`config.mk`:
```
export PLATFORM = sky130hd
export DESIGN_NAME = ecsr_top
export DESIGN_NICKNAME = d
export VERILOG_FILES = /design/src/rtl/ecsr_pkg.sv /design/src/rtl/ecsr_status.sv /design/src/rtl/ecsr_cfg.sv /design/src/rtl/ecsr_ring_size.sv /design/src/rtl/ecsr_top.sv
export SDC_FILE = /design/constraint.sdc
export NUM_CORES = 1
export LEC_CHECK = 0
export CORE_MARGIN = 2
export CORE_UTILIZATION = 50
export DETAILED_ROUTE_END_ITERATION = 12
export PLACE_DENSITY_LB_ADDON = 0.08
export SYNTH_ARGS = -nofsm -noshare
export SYNTH_HDL_FRONTEND = slang
export SYNTH_SLANG_ARGS = --single-unit
```
`constraint.sdc`:
```
create_clock -name clk -period 4.8 [get_ports clk]
set_input_delay 0.48 -clock clk [delete_from_list [all_inputs] [get_ports clk]]
set_output_delay 0.48 -clock clk [all_outputs]
set_load 0.05 [all_outputs]
```
`src/rtl/ecsr_pkg.sv`:
```
package ecsr_pkg;
  localparam int B_ERR   = 15;
  localparam int B_INTR  = 7;
  localparam int B_IENA  = 6;
  localparam int B_TDMD  = 3;
  localparam int B_STOP  = 2;
  localparam int B_STRT  = 1;
  localparam int B_INIT  = 0;
  localparam int ST_LO   = 8;   // lowest sticky status bit
  localparam int EV_N    = 7;   // sticky bits 14:8
  localparam int ERR_LO  = 3;   // st index of bit 11
  localparam int DIS_RX  = 0;
  localparam int DIS_TX  = 1;

  typedef enum logic [1:0] {
    SEL_CMD   = 2'd0,
    SEL_IMASK = 2'd1,
    SEL_MODE  = 2'd2,
    SEL_RING  = 2'd3
  } reg_sel_e;
endpackage

```
`src/rtl/ecsr_status.sv`:
```
module ecsr_status
  import ecsr_pkg::*;
#(
  parameter int DATA_W = 16
) (
  input  logic              clk,
  input  logic              rst,
  input  logic              cmd_wr,
  input  logic [DATA_W-1:0] wdata,
  input  logic [EV_N-1:0]   ev,
  input  logic [EV_N-1:0]   mask_d,
  input  logic [1:0]        dis_d,
  output logic [EV_N-1:0]   st_q,
  output logic              intr_q,
  output logic              iena_q,
  output logic              rxon_q,
  output logic              txon_q,
  output logic              stop_q,
  output logic              strt_q,
  output logic              init_q,
  output logic              irq_q,
  output logic              pos_rst_q,
  output logic              init_start_q
);
  logic [EV_N-1:0] clr, st_d;
  logic iena_d, stop_d, strt_d, init_d, intr_d, stop_cmd, init_cmd;

  always_comb begin
    clr      = '0;
    iena_d   = iena_q;
    stop_d   = stop_q;
    strt_d   = strt_q;
    init_d   = init_q;
    stop_cmd = cmd_wr & wdata[B_STOP];
    init_cmd = 1'b0;
    if (stop_cmd) begin
      clr    = '1;
      iena_d = 1'b0;
      strt_d = 1'b0;
      init_d = 1'b0;
      stop_d = 1'b1;
    end else if (cmd_wr) begin
      clr    = wdata[ST_LO +: EV_N];
      iena_d = iena_q | wdata[B_IENA];
      if (wdata[B_INIT]) begin
        init_d   = 1'b1;
        stop_d   = 1'b0;
        init_cmd = 1'b1;
      end
      if (wdata[B_STRT]) begin
        strt_d = 1'b1;
        stop_d = 1'b0;
      end
    end
    st_d   = (st_q & ~clr) | ev;
    intr_d = |(st_d & mask_d);
  end

  always_ff @(posedge clk) begin
    if (rst) begin
      st_q         <= '0;
      intr_q       <= 1'b0;
      iena_q       <= 1'b0;
      rxon_q       <= 1'b0;
      txon_q       <= 1'b0;
      stop_q       <= 1'b1;
      strt_q       <= 1'b0;
      init_q       <= 1'b0;
      irq_q        <= 1'b0;
      pos_rst_q    <= 1'b0;
      init_start_q <= 1'b0;
    end else begin
      st_q         <= st_d;
      intr_q       <= intr_d;
      iena_q       <= iena_d;
      rxon_q       <= strt_d & ~dis_d[DIS_RX];
      txon_q       <= strt_d & ~dis_d[DIS_TX];
      stop_q       <= stop_d;
      strt_q       <= strt_d;
      init_q       <= init_d;
      irq_q        <= intr_d & iena_d;
      pos_rst_q    <= stop_cmd;
      init_start_q <= init_cmd;
    end
  end
endmodule

```
`src/rtl/ecsr_cfg.sv`:
```
module ecsr_cfg
  import ecsr_pkg::*;
#(
  parameter int DATA_W = 16,
  parameter int LOG2_W = 4
) (
  input  logic              clk,
  input  logic              rst,
  input  logic              wr,
  input  reg_sel_e          sel,
  input  logic [DATA_W-1:0] wdata,
  output logic [EV_N-1:0]   mask_q,
  output logic [EV_N-1:0]   mask_d,
  output logic [DATA_W-1:0] mode_q,
  output logic [DATA_W-1:0] mode_d,
  output logic [LOG2_W-1:0] rxl_q,
  output logic [LOG2_W-1:0] txl_q,
  output logic [LOG2_W-1:0] rxl_d,
  output logic [LOG2_W-1:0] txl_d
);
  localparam int RX_LO = 8;
  localparam int TX_LO = RX_LO + LOG2_W;

  always_comb begin
    mask_d = mask_q;
    mode_d = mode_q;
    rxl_d  = rxl_q;
    txl_d  = txl_q;
    if (wr) begin
      case (sel)
        SEL_IMASK: mask_d = wdata[ST_LO +: EV_N];
        SEL_MODE:  mode_d = wdata;
        SEL_RING: begin
          rxl_d = wdata[RX_LO +: LOG2_W];
          txl_d = wdata[TX_LO +: LOG2_W];
        end
        default: ;
      endcase
    end
  end

  always_ff @(posedge clk) begin
    if (rst) begin
      mask_q <= '0;
      mode_q <= '0;
      rxl_q  <= '0;
      txl_q  <= '0;
    end else begin
      mask_q <= mask_d;
      mode_q <= mode_d;
      rxl_q  <= rxl_d;
      txl_q  <= txl_d;
    end
  end
endmodule

```
`src/rtl/ecsr_ring_size.sv`:
```
module ecsr_ring_size #(
  parameter int LOG2_W   = 4,
  parameter int MAX_LOG2 = 9,
  parameter int SIZE_W   = MAX_LOG2 + 1
) (
  input  logic              clk,
  input  logic              rst,
  input  logic [LOG2_W-1:0] log2_d,
  output logic [SIZE_W-1:0] size_q
);
  localparam logic [LOG2_W-1:0] CAP = LOG2_W'(MAX_LOG2);
  localparam logic [SIZE_W-1:0] ONE = SIZE_W'(1);
  logic [LOG2_W-1:0] n;

  always_comb n = (log2_d > CAP) ? CAP : log2_d;

  always_ff @(posedge clk) begin
    if (rst) size_q <= ONE;
    else     size_q <= ONE << n;
  end
endmodule

```
`src/rtl/ecsr_top.sv`:
```
module ecsr_top
  import ecsr_pkg::*;
#(
  parameter int DATA_W        = 16,
  parameter int LOG2_W        = 4,
  parameter int RING_MAX_LOG2 = 9,
  parameter int SIZE_W        = RING_MAX_LOG2 + 1
) (
  input  logic              clk,
  input  logic              rst,
  input  logic              bus_wr,
  input  logic [1:0]        bus_addr,
  input  logic [DATA_W-1:0] bus_wdata,
  output logic [DATA_W-1:0] bus_rdata,
  input  logic              ev_rx_done,
  input  logic              ev_tx_done,
  input  logic              ev_init_done,
  input  logic              ev_missed,
  input  logic              ev_collision,
  input  logic              ev_mem_err,
  input  logic              ev_babble,
  output logic              irq,
  output logic              rx_on,
  output logic              tx_on,
  output logic              ring_pos_rst,
  output logic              init_start,
  output logic [SIZE_W-1:0] rx_ring_size,
  output logic [SIZE_W-1:0] tx_ring_size
);
  reg_sel_e            sel;
  logic [EV_N-1:0]     ev, mask_q, mask_d, st_q;
  logic [DATA_W-1:0]   mode_q, mode_d;
  logic [LOG2_W-1:0]   rxl_q, txl_q, rxl_d, txl_d;
  logic [LOG2_W-1:0]   log2_d [2];
  logic [SIZE_W-1:0]   size_q [2];
  logic intr_q, iena_q, stop_q, strt_q, init_q;

  assign sel = reg_sel_e'(bus_addr);
  assign ev  = {ev_babble, ev_collision, ev_missed, ev_mem_err,
                ev_rx_done, ev_tx_done, ev_init_done};

  ecsr_cfg #(.DATA_W(DATA_W), .LOG2_W(LOG2_W)) u_cfg (
    .clk(clk), .rst(rst), .wr(bus_wr), .sel(sel), .wdata(bus_wdata),
    .mask_q(mask_q), .mask_d(mask_d), .mode_q(mode_q), .mode_d(mode_d),
    .rxl_q(rxl_q), .txl_q(txl_q), .rxl_d(rxl_d), .txl_d(txl_d)
  );

  ecsr_status #(.DATA_W(DATA_W)) u_status (
    .clk(clk), .rst(rst), .cmd_wr(bus_wr && sel == SEL_CMD),
    .wdata(bus_wdata), .ev(ev), .mask_d(mask_d),
    .dis_d(mode_d[1:0]), .st_q(st_q), .intr_q(intr_q), .iena_q(iena_q),
    .rxon_q(rx_on), .txon_q(tx_on), .stop_q(stop_q), .strt_q(strt_q),
    .init_q(init_q), .irq_q(irq), .pos_rst_q(ring_pos_rst),
    .init_start_q(init_start)
  );

  assign log2_d[0] = rxl_d;
  assign log2_d[1] = txl_d;

  for (genvar g = 0; g < 2; g++) begin : g_ring
    ecsr_ring_size #(
      .LOG2_W(LOG2_W), .MAX_LOG2(RING_MAX_LOG2), .SIZE_W(SIZE_W)
    ) u_size (
      .clk(clk), .rst(rst), .log2_d(log2_d[g]), .size_q(size_q[g])
    );
  end

  assign rx_ring_size = size_q[0];
  assign tx_ring_size = size_q[1];

  always_ff @(posedge clk) begin
    if (rst) begin
      bus_rdata <= '0;
    end else begin
      case (sel)
        SEL_CMD:   bus_rdata <= {|st_q[EV_N-1:ERR_LO], st_q, intr_q, iena_q,
                                 rx_on, tx_on, 1'b0, stop_q, strt_q, init_q};
        SEL_IMASK: bus_rdata <= {1'b0, mask_q, 8'h00};
        SEL_MODE:  bus_rdata <= mode_q;
        default:   bus_rdata <= {txl_q, rxl_q, 8'h00};
      endcase
    end
  end
endmodule

```
==> qor.yml, run 1 <==
placed_design:
  dp_hpwl_um: 4800
  numPortBuffers: 68
  dpl_cell_area_um2: 3800
  place.gp.congestion: 0.803
floorplan:
  ios: 69
  core_area_um2: 5960
  initial_utilization_pct: 52.0
  dieArea_um2: 6830
  rows: 28
  die_h_um: 82.7
  die_w_um: 82.7
clocking:
  cts_buffers: 9
  clk-insertion-delay-late_ns: 0.35
  cts_tree: "done"
  clk_pin_slew_ns: 0.08
  cts.path.max_buffers: 2
  cts_sinks: 84
  clockRootBuffer: "clkbuf_8"
  postCtsSetupRepairBufs: 0
  htreeDepth: 3
  cts_hold_buffers: 0
  cts_resized: 0
cells_and_area:
  syn2layout_area_growth_pct: 30.9
  final_common_cell: "dfxtp_1"
  drive_gt1_share_pct: 8.95
  utilization_pct: 68.0
  diodes: 0
  layout_common_cells: "dfxtp_1, clkdlybuf4s50_1, nor2_1"
  final_nets: 403
  fin_area_um2: 4050
synth:
  avgSynthCellArea_um2: 9.92
  synth_compound_area_share_pct: 8.53
  synth_top_family_by_area: "simple AND/OR/NAND/NOR gates"
  yosysTopAreaCell: "dfxtp_1"
  synth.yosys.seq_area_share_pct: 54.3
  synth-main-ff-cell: "dfxtp_1"
  synth_seq_cells: 84
  synth-edff-count: 0
  yosysWarnings: 0
  post_synth_instance_area_um2: 3090
  synth_cell_types: 33
  syn_inst: 312
  synth.area.top_cells: "dfxtp_1, mux2i_1, mux4_2, nor2_1, nand2_1"
  synth_fa_ha_area_share_pct: 0
  synth-xor-area-share_pct: 0
  synth_top_cell_area_share_pct: 54.3
  syn_nets: 340
  synthMuxAreaShare_pct: 11.9
  yosys.area_share.simple_pct: 21.7
  synthArstFlopShare_pct: 0
grt:
  grt_max_degree: 64
  grt_pass1_wl_um: 11400
  track_usage_pct: 22.8
  grt-ovfl-total: 0
  antenna_found_initial: 0
  grt_pass1_vias: 2368
power:
  switching_share_pct: 23.5
  p_seq_share_pct: 48.1
  pwr-share-comb_pct: 11.3
  clockPowerShare_pct: 40.6
  p_sw_mw: 0.359
  irDropWorstVdd_v: 0.000297
  power_density_nw_per_um2: 377
  p_int_mw: 1.17
  p_leak_nw: 1.56
timing:
  setup_tns_ns: 0
  tightest_slew_ns: 0.824
  final-max-slew-violation-count: 0
  skew_ns: 0.00733
  setup_viol: 0
  rsz0062_at_grt: "false"
  hold_viol: 0
  period_share_pct: 59.6
  max_freq_mhz: 350
  post-route-min-period_ns: 2.86
  max_slew_margin_pct: 44.9
worst_setup_path:
  path_cells: "clkdlybuf4s50_1, nand3_1, buf_4, mux2i_1, o21ai_0, inv_1, nor3_1"
  path_class: "in -> reg"
  cp_data_arrival_time_ns: 3.07
  timing.critical_path.buf_inv: 3
  startpoint_type: "primary input"
  end_kind: "flip-flop"
  crit_path_max_incr_delay_ns: 1.01
  path_delay_family: "buffers and inverters"
  path_max_fanout: 17
  critPathRequiredTime_ns: 5.01
  crit_slowest_cell: "clkdlybuf4s50_1"
run_status:
  status: "complete, no violations"
routing:
  vias: 2452
  drt_first_pass_iters: 4
  wirelength_um: 7140
  drt-initial-drc-count: 119
  avgRoutedWirePerCell_um: 15.7
  via_per_inst: 5.39
  ant_nets: 0
  drc: 0
run:
  cap_violations: 0
min_path:
  worstHoldPathType: "reg -> reg"
==> metal layers <==
metal / vias up / GRT usage [%] / wire length [um] / share of wire (%)
li1: 1195 / - / - / -
met1: 1178 / 30.0 / 3300 / 46
met2: 63 / 35.7 / 3380 / 47
met3: 16 / 4.67 / 326 / 4.6
met4: 0 / 11.1 / 139 / 1.9
met5: - / 0 / 0 / 0
==> final cells by class <==
type                            instances  area, um^2
Clock inverter                          4        95.1
Multi-Input combinational cell        204        1300
Clock buffer                           12         155
Timing Repair Buffer                   72         706
Inverter                                4        15.0
Fill cell                             494        1910
Tap cell                               75        93.8
Sequential cell                        84        1680
==> final timing paths <==
check,from,to,slack [ns],depth (start not counted)
min reg2reg,u_cfg.mode_q[3],bus_rdata[3],0.43,2
max,bus_addr[0],g_ring[0].u_size.size_q[9],1.94,7
min,u_cfg.mode_q[3],bus_rdata[3],0.43,2
max reg2reg,u_status.st_q[4],u_status.irq_q,3.37,5
==> stage by stage <==
step	setup slack, ns	hold WS (ns)	std cells	total power, mW
floorplan	2.92	0.410	312	0.858
global placement	1.68	0.413	439	0.921
detailed placement	1.59	0.426	439	0.924
CTS	1.94	0.438	455	1.53
global route	1.70	0.471	455	1.58
finish	1.94	0.434	455	1.53
==> kinds of logic (layout without fill, tap and decap cells) <==
kind of cell	count (synthesis)	in the layout
flops	84	84
simple gates	134	134
compound gates	42	42
mux	28	28
buf+inv	24	92
==> worst min-delay path, cell delays in order, from the launching register on <==
cell and delay (ns):
dfxtp_1 0.32, nand2_1 0.05, nor2_1 0.03
==> Yosys cell counts, drive strengths merged (6+ instances only) <==
library cell / n
dfxtp: 84
nand2: 37
clkbuf: 12
buf: 8
a21oi: 23
nor2b: 8
mux2i: 21
nor3: 14
a211oi: 6
mux4: 7
nor3b: 12
nor2: 40
==> flip-flops by register name, indices dropped and copies added (netlist names), 4 cells and up <==
name,cells
g_ring.u_size.size_q,20
u_status.st_q,7
u_cfg.mask_q,7
u_cfg.rxl_q,4
bus_rdata,16
u_cfg.txl_q,4
u_cfg.mode_q,16
==> power groups by stage <==
stage | combinational (mW) | sequential [mW] | clock [mW]
final | 0.173 | 0.734 | 0.619
after global routing | 0.186 | 0.737 | 0.653
after CTS | 0.174 | 0.734 | 0.625
after detailed placement | 0.173 | 0.750 | 0
after global placement | 0.171 | 0.750 | 0
after floorplan | 0.0794 | 0.779 | 0
Note: power is estimated with default switching activity, not from simulation.
==> run 2, diff against run 1 <==
--- a/config.mk
+++ b/config.mk
@@ -6,7 +6,7 @@
 export NUM_CORES = 1
 export LEC_CHECK = 0
 export CORE_MARGIN = 2
-export CORE_UTILIZATION = 50
+export CORE_UTILIZATION = 49
 export DETAILED_ROUTE_END_ITERATION = 12
 export PLACE_DENSITY_LB_ADDON = 0.08
 export SYNTH_ARGS = -nofsm -noshare
==> constraint.sdc (replaced) <==
create_clock -name clk -period 2.7 [get_ports clk]
set_input_delay 0.27 -clock clk [delete_from_list [all_inputs] [get_ports clk]]
set_output_delay 0.27 -clock clk [all_outputs]
set_load 0.05 [all_outputs]
==> run 2 against run 1 <==
Against the previous run: clock-buffer cell count increased by 1; sequential power rose by 78%; largest power group unchanged; largest cell class unchanged; combinational power up 80%; clock skew decreased by 0.0027 ns; clock power increased by 28%; register-to-register slack lost 2.1 ns; sequential share of layout area rose by 0.53 points.
==> qor.yml, run 2 (synthesis gave the netlist of run 1 again) <==
routing:
  drt_first_pass_iters: 4  # unchanged
  avgRoutedWirePerCell_um: 15.5  # -1.5%
  drt-initial-drc-count: 140  # +18%
  via_per_inst: 5.21  # -3.3%
  wirelength_um: 7080  # -0.81%
  drc: 0  # unchanged
  vias: 2386  # -2.7%
  ant_nets: 0  # unchanged
floorplan:
  die_w_um: 83.5  # +0.97%
  ios: 69  # unchanged
  initial_utilization_pct: 51.3  # -0.60 points
  die_h_um: 83.5  # +0.97%
  dieArea_um2: 6970  # +1.9%
  core_area_um2: 6030  # +1.2%
  rows: 28  # unchanged
grt:
  track_usage_pct: 21.1  # -1.7 points
  grt_pass1_wl_um: 11600  # +1.3%
  grt-ovfl-total: 0  # unchanged
  grt_max_degree: 28  # -56%
  antenna_found_initial: 0  # unchanged
  grt_pass1_vias: 2371  # +0.13%
placed_design:
  place.gp.congestion: 0.882  # +9.9%
  numPortBuffers: 68  # unchanged
  dp_hpwl_um: 4980  # +3.8%
  placedCellCount: 443  # +0.91%
  dpl_cell_area_um2: 3830  # +0.79%
cells_and_area:
  diodes: 0  # unchanged
  fillCellCount: 512  # +3.6%
  fin_cells: 458  # +0.66%
  fin_area_um2: 4000  # -1.3%
  top_regs: "g_ring.u_size.size_q: 20 flops, bus_rdata: 16 flops, u_cfg.mode_q: 16 flops"
  regMostFlops: "g_ring.u_size.size_q"
  final_nets: 407  # +0.99%
  layout_common_cells: "dfxtp_1, clkdlybuf4s50_1, nor2_1"
  final_common_cell: "dfxtp_1"
  drive_gt1_share_pct: 9.40  # +0.45 points
  largest_reg_flops: 20  # unchanged
  syn2layout_area_growth_pct: 29.2
clocking:
  cts.path.max_buffers: 2  # unchanged
  postCtsSetupRepairBufs: 0  # unchanged
  clk_pin_slew_ns: 0.08  # about the same
  cts_hold_buffers: 0  # unchanged
  clk-insertion-delay-late_ns: 0.34  # about the same
  cts_buffers: 9  # unchanged
  cts_tree: "done"
  htreeDepth: 3  # unchanged
  clockRootBuffer: "clkbuf_8"
  cts_sinks: 84  # unchanged
  cts_resized: 0  # unchanged
power:
  power_density_nw_per_um2: 603  # +60%
  p_int_mw: 1.79  # +54%
  pwr-share-comb_pct: 12.9  # +1.6 points
  p_leak_nw: 1.54  # -1.2%
  switching_share_pct: 25.6  # +2.1 points
  clockPowerShare_pct: 32.8  # -7.8 points
  irDropWorstVdd_v: 0.000396  # +34%
  p_sw_mw: 0.617  # +72%
  p_seq_share_pct: 54.2  # +6.1 points
  p_total_mw: 2.41  # +58%
run_status:
  status: "complete, no violations"
timing:
  post-route-min-period_ns: 2.10
  max_slew_margin_pct: 61.2  # +16 points
  setup_tns_ns: 0  # unchanged
  setup_viol: 0  # unchanged
  period_share_pct: 77.8
  hold_viol: 0  # unchanged
  max_freq_mhz: 476
  skew_ns: 0.00463  # -0.00271 ns
  tightest_slew_ns: 0.566  # -0.258 ns
  final-max-slew-violation-count: 0  # unchanged
  rsz0062_at_grt: "false"
worst_setup_path:
  rr_startpoint: "u_status.st_q[0]"
  crit_end: "u_status.irq_q"
  end_kind: "flip-flop"
  critPathRequiredTime_ns: 2.93  # -2.08 ns
  startpoint: "bus_wr"
  r2r_cells: 5  # unchanged
  r2r-end: "u_status.irq_q"
  cp_data_arrival_time_ns: 2.33  # -0.74 ns
  path_max_fanout: 9  # -8
  path_class: "in -> reg"
  regToRegSetupSlack_ns: 1.26  # -2.11 ns
  startpoint_type: "primary input"
run:
  cap_violations: 0  # unchanged
min_path:
  worstHoldPathType: "in -> reg"
run 2: per-layer routing:
| metal | up-vias | wire length [um] | GRT usage [%] |
|---|---|---|---|
| met3 | 12 | 498 | 5.54 |
| met1 | 1094 | 3410 | 29.9 |
| met4 | 0 | 138 | 8.80 |
| li1 | 1206 | - | - |
| met2 | 74 | 3030 | 30.5 |
| met5 | - | 0 | 0 |
run 2: worst max-delay path, cell delays in order:
cell	delay [ns]
clkdlybuf4s50_1	0.58
or3b_1	0.57
a211oi_2	0.33
o22ai_1	0.13
nor4_2	0.37
nor3_1	0.08
run 2: cell type report:
class	count	area, um^2	area share (%)
Sequential cell	84	1680	42.1
Multi-Input combinational cell	204	1300	32.6
Timing Repair Buffer	76	736	18.4
Clock buffer	13	159	3.97
Tap cell	75	93.8	2.35
Inverter	4	15.0	0.376
Clock inverter	2	10.0	0.250
run 2: worst min path at each step:
stage,cells after the start,end,slack [ns],from
floorplan,2,u_status.st_q[0],0.39,ev_init_done
global placement,2,bus_rdata[3],0.42,u_cfg.mode_q[3]
detailed placement,2,bus_rdata[3],0.43,u_cfg.mode_q[3]
CTS,2,u_status.intr_q,0.37,rst
global route,2,u_cfg.mask_q[4],0.38,rst
finish,2,u_cfg.mask_q[6],0.38,rst
run 2: metrics by stage:
step	setup WS (ns)	util [%]	hold slack (ns)
global route	0.516	66.3	0.383
global placement	0.361	63.5	0.418
detailed placement	0.291	63.5	0.426
finish	0.600	66.3	0.378
CTS	0.650	66.3	0.371
floorplan	1.03	-	0.388
run 2: power groups by stage:
| stage | combinational [mW] | sequential, mW | clock [mW] |
|---|---|---|---|
| 6_report | 0.312 | 1.31 | 0.791 |
| 5_1_grt | 0.335 | 1.31 | 0.867 |
| 4_1_cts | 0.313 | 1.31 | 0.806 |
| 3_5_place_dp | 0.311 | 1.33 | 0 |
| 3_3_place_gp | 0.309 | 1.33 | 0 |
| 2_1_floorplan | 0.141 | 1.38 | 0 |
==> run 3, diff against run 2 <==
--- a/config.mk
+++ b/config.mk
@@ -6,7 +6,7 @@
 export NUM_CORES = 1
 export LEC_CHECK = 0
 export CORE_MARGIN = 2
-export CORE_UTILIZATION = 49
+export CORE_UTILIZATION = 45
 export DETAILED_ROUTE_END_ITERATION = 12
 export PLACE_DENSITY_LB_ADDON = 0.08
 export SYNTH_ARGS = -nofsm -noshare
==> constraint.sdc (replaced) <==
create_clock -name clk -period 1.7 [get_ports clk]
set_input_delay 0.17 -clock clk [delete_from_list [all_inputs] [get_ports clk]]
set_output_delay 0.17 -clock clk [all_outputs]
set_load 0.05 [all_outputs]
==> run 3 against run 2 <==
Against the previous run: register-to-register slack lost 1.0 ns; routed wire length is 5.7% higher; first-iteration DRC count up 26%; hold slack worse by 0.10 ns; largest cell class unchanged.
==> qor.yml, run 3 (synthesis gave the netlist of run 1 again) <==
grt:
  grt_pass1_wl_um: 12400  # +7.4%
  grt-ovfl-total: 0  # unchanged
  grt_pass1_vias: 2539  # +7.1%
  track_usage_pct: 21.4  # +0.33 points
  grt_max_degree: 33  # +18%
  antenna_found_initial: 0  # unchanged
routing:
  avgRoutedWirePerCell_um: 15.0  # -3.0%
  drt-initial-drc-count: 177  # +26%
  wirelength_um: 7490  # +5.7%
  via_per_inst: 5.13  # -1.6%
  drc: 0  # unchanged
  vias: 2559  # +7.3%
  drt_first_pass_iters: 4  # unchanged
  ant_nets: 0  # unchanged
clocking:
  clockRootBuffer: "clkbuf_8"
  htreeDepth: 3  # unchanged
  cts_buffers: 9  # unchanged
  cts_tree: "done"
  clk-insertion-delay-late_ns: 0.34  # about the same
  cts.path.max_buffers: 2  # unchanged
  cts_hold_buffers: 0  # unchanged
  clk_pin_slew_ns: 0.08  # about the same
  cts_sinks: 84  # unchanged
floorplan:
  die_w_um: 86.9  # +4.1%
  ios: 69  # unchanged
  rows: 30  # +7.1%
  die_h_um: 86.9  # +4.1%
  dieArea_um2: 7560  # +8.5%
  initial_utilization_pct: 46.1  # -5.3 points
  core_area_um2: 6720  # +12%
cells_and_area:
  largest_reg_flops: 20  # unchanged
  final_nets: 443  # +8.8%
  diodes: 0  # unchanged
  final_common_cell: "dfxtp_1"
  syn2layout_area_growth_pct: 41.3
  regMostFlops: "g_ring.u_size.size_q"
  top_regs: "g_ring.u_size.size_q: 20 flops, bus_rdata: 16 flops, u_cfg.mode_q: 16 flops"
  layout_common_cells: "dfxtp_1, clkdlybuf4s50_1, buf_4"
  drive_gt1_share_pct: 18.9  # +9.5 points
  fin_cells: 499  # +9.0%
placed_design:
  pre_cts_slack_ns: -0.504  # -0.795 ns
  numPortBuffers: 68  # unchanged
  dp_hpwl_um: 5320  # +7.0%
  placedCellCount: 481  # +8.6%
  place.gp.congestion: 0.817  # -7.4%
timing:
  max_slew_margin_pct: 66.3  # +5.1 points
  period_share_pct: 97.4
  max_freq_mhz: 604
  rsz0062_at_grt: "false"
  setup_viol: 0  # unchanged
  tightest_slew_ns: 0.504  # -0.0618 ns
  skew_ns: 0.00572  # +0.00109 ns
  post-route-min-period_ns: 1.66
  setup_slack_ns: 0.0437  # -0.557 ns
  hold_viol: 0  # unchanged
  final-max-slew-violation-count: 0  # unchanged
run:
  cap_violations: 0  # unchanged
power:
  irDropWorstVdd_v: 0.000604  # +52%
  p_leak_nw: 1.78  # +15%
  power_density_nw_per_um2: 944  # +57%
worst_setup_path:
  end_kind: "output pin"
  cp_data_arrival_time_ns: 1.49  # -0.84 ns
  path_delay_family: "buffers and inverters"
  timing.critical_path.buf_inv: 1  # unchanged
  startpoint_type: "flip-flop"
  critPathRequiredTime_ns: 1.53  # -1.40 ns
  path_max_fanout: 2  # -7
  path_cells: "clkdlybuf4s50_1"
  path_class: "reg -> out"
  crit_path_max_incr_delay_ns: 0.80  # +0.22 ns
  crit_slowest_cell: "clkdlybuf4s50_1"
min_path:
  worstHoldPathType: "in -> reg"
run_status:
  status: "complete, no violations"
[run 3: stage by stage]
step | TNS (ns) | power [mW] | cell area, um^2 | utilization (%) | hold WS [ns]
floorplan | 0 | 2.42 | 3090 | - | 0.288
global placement | -9.42 | 2.68 | 4120 | 61.2 | 0.415
detailed placement | -10.67 | 2.68 | 4120 | 61.2 | 0.440
global route | 0 | 4.32 | 4370 | 65.1 | 0.303
CTS | 0 | 4.16 | 4370 | 65.0 | 0.260
finish | 0 | 4.13 | 4370 | 65.1 | 0.275
[run 3: report_power, final]
| part | switching [mW] | internal, mW |
|---|---|---|
| sequential | 0.0399 | 2.04 |
| clock | 0.662 | 0.815 |
| combinational | 0.305 | 0.270 |
| total | 1.01 | 3.12 |
[run 3: layout make-up]
type,count,area (um^2)
Clock buffer,10,128
Clock inverter,5,77.6
Fill cell,581,2350
Inverter,4,15.0
Multi-Input combinational cell,204,1330
Sequential cell,84,1680
Tap cell,80,100
Timing Repair Buffer,112,1040
[run 3: final timing paths]
path / start / end / slack [ns] / depth (start not counted)
hold / removal: rst / u_cfg.mode_q[0] / 0.28 / 2
setup / recovery: u_status.rxon_q / rx_on / 0.04 / 1
setup reg to reg: u_status.st_q[5] / u_status.irq_q / 0.22 / 5
hold reg to reg: u_cfg.mode_q[3] / bus_rdata[3] / 0.45 / 2
[run 3: repair_timing]
action                                  in CTS  in global routing
pin swaps                                    7                  0
setup buffers                                3                  0
resized for setup                           10                  2
endpoints found under the setup margin       2                  2
[run 3: routing by layer]
metal,wire length (um),global-route usage (%),share of wire [%],up-vias
li1,-,-,-,1284
met1,3630,30.8,49,1197
met2,3410,33.0,46,74
met3,407,3.60,5.4,4
met4,35,6.39,0.47,0
met5,0,0,0,-
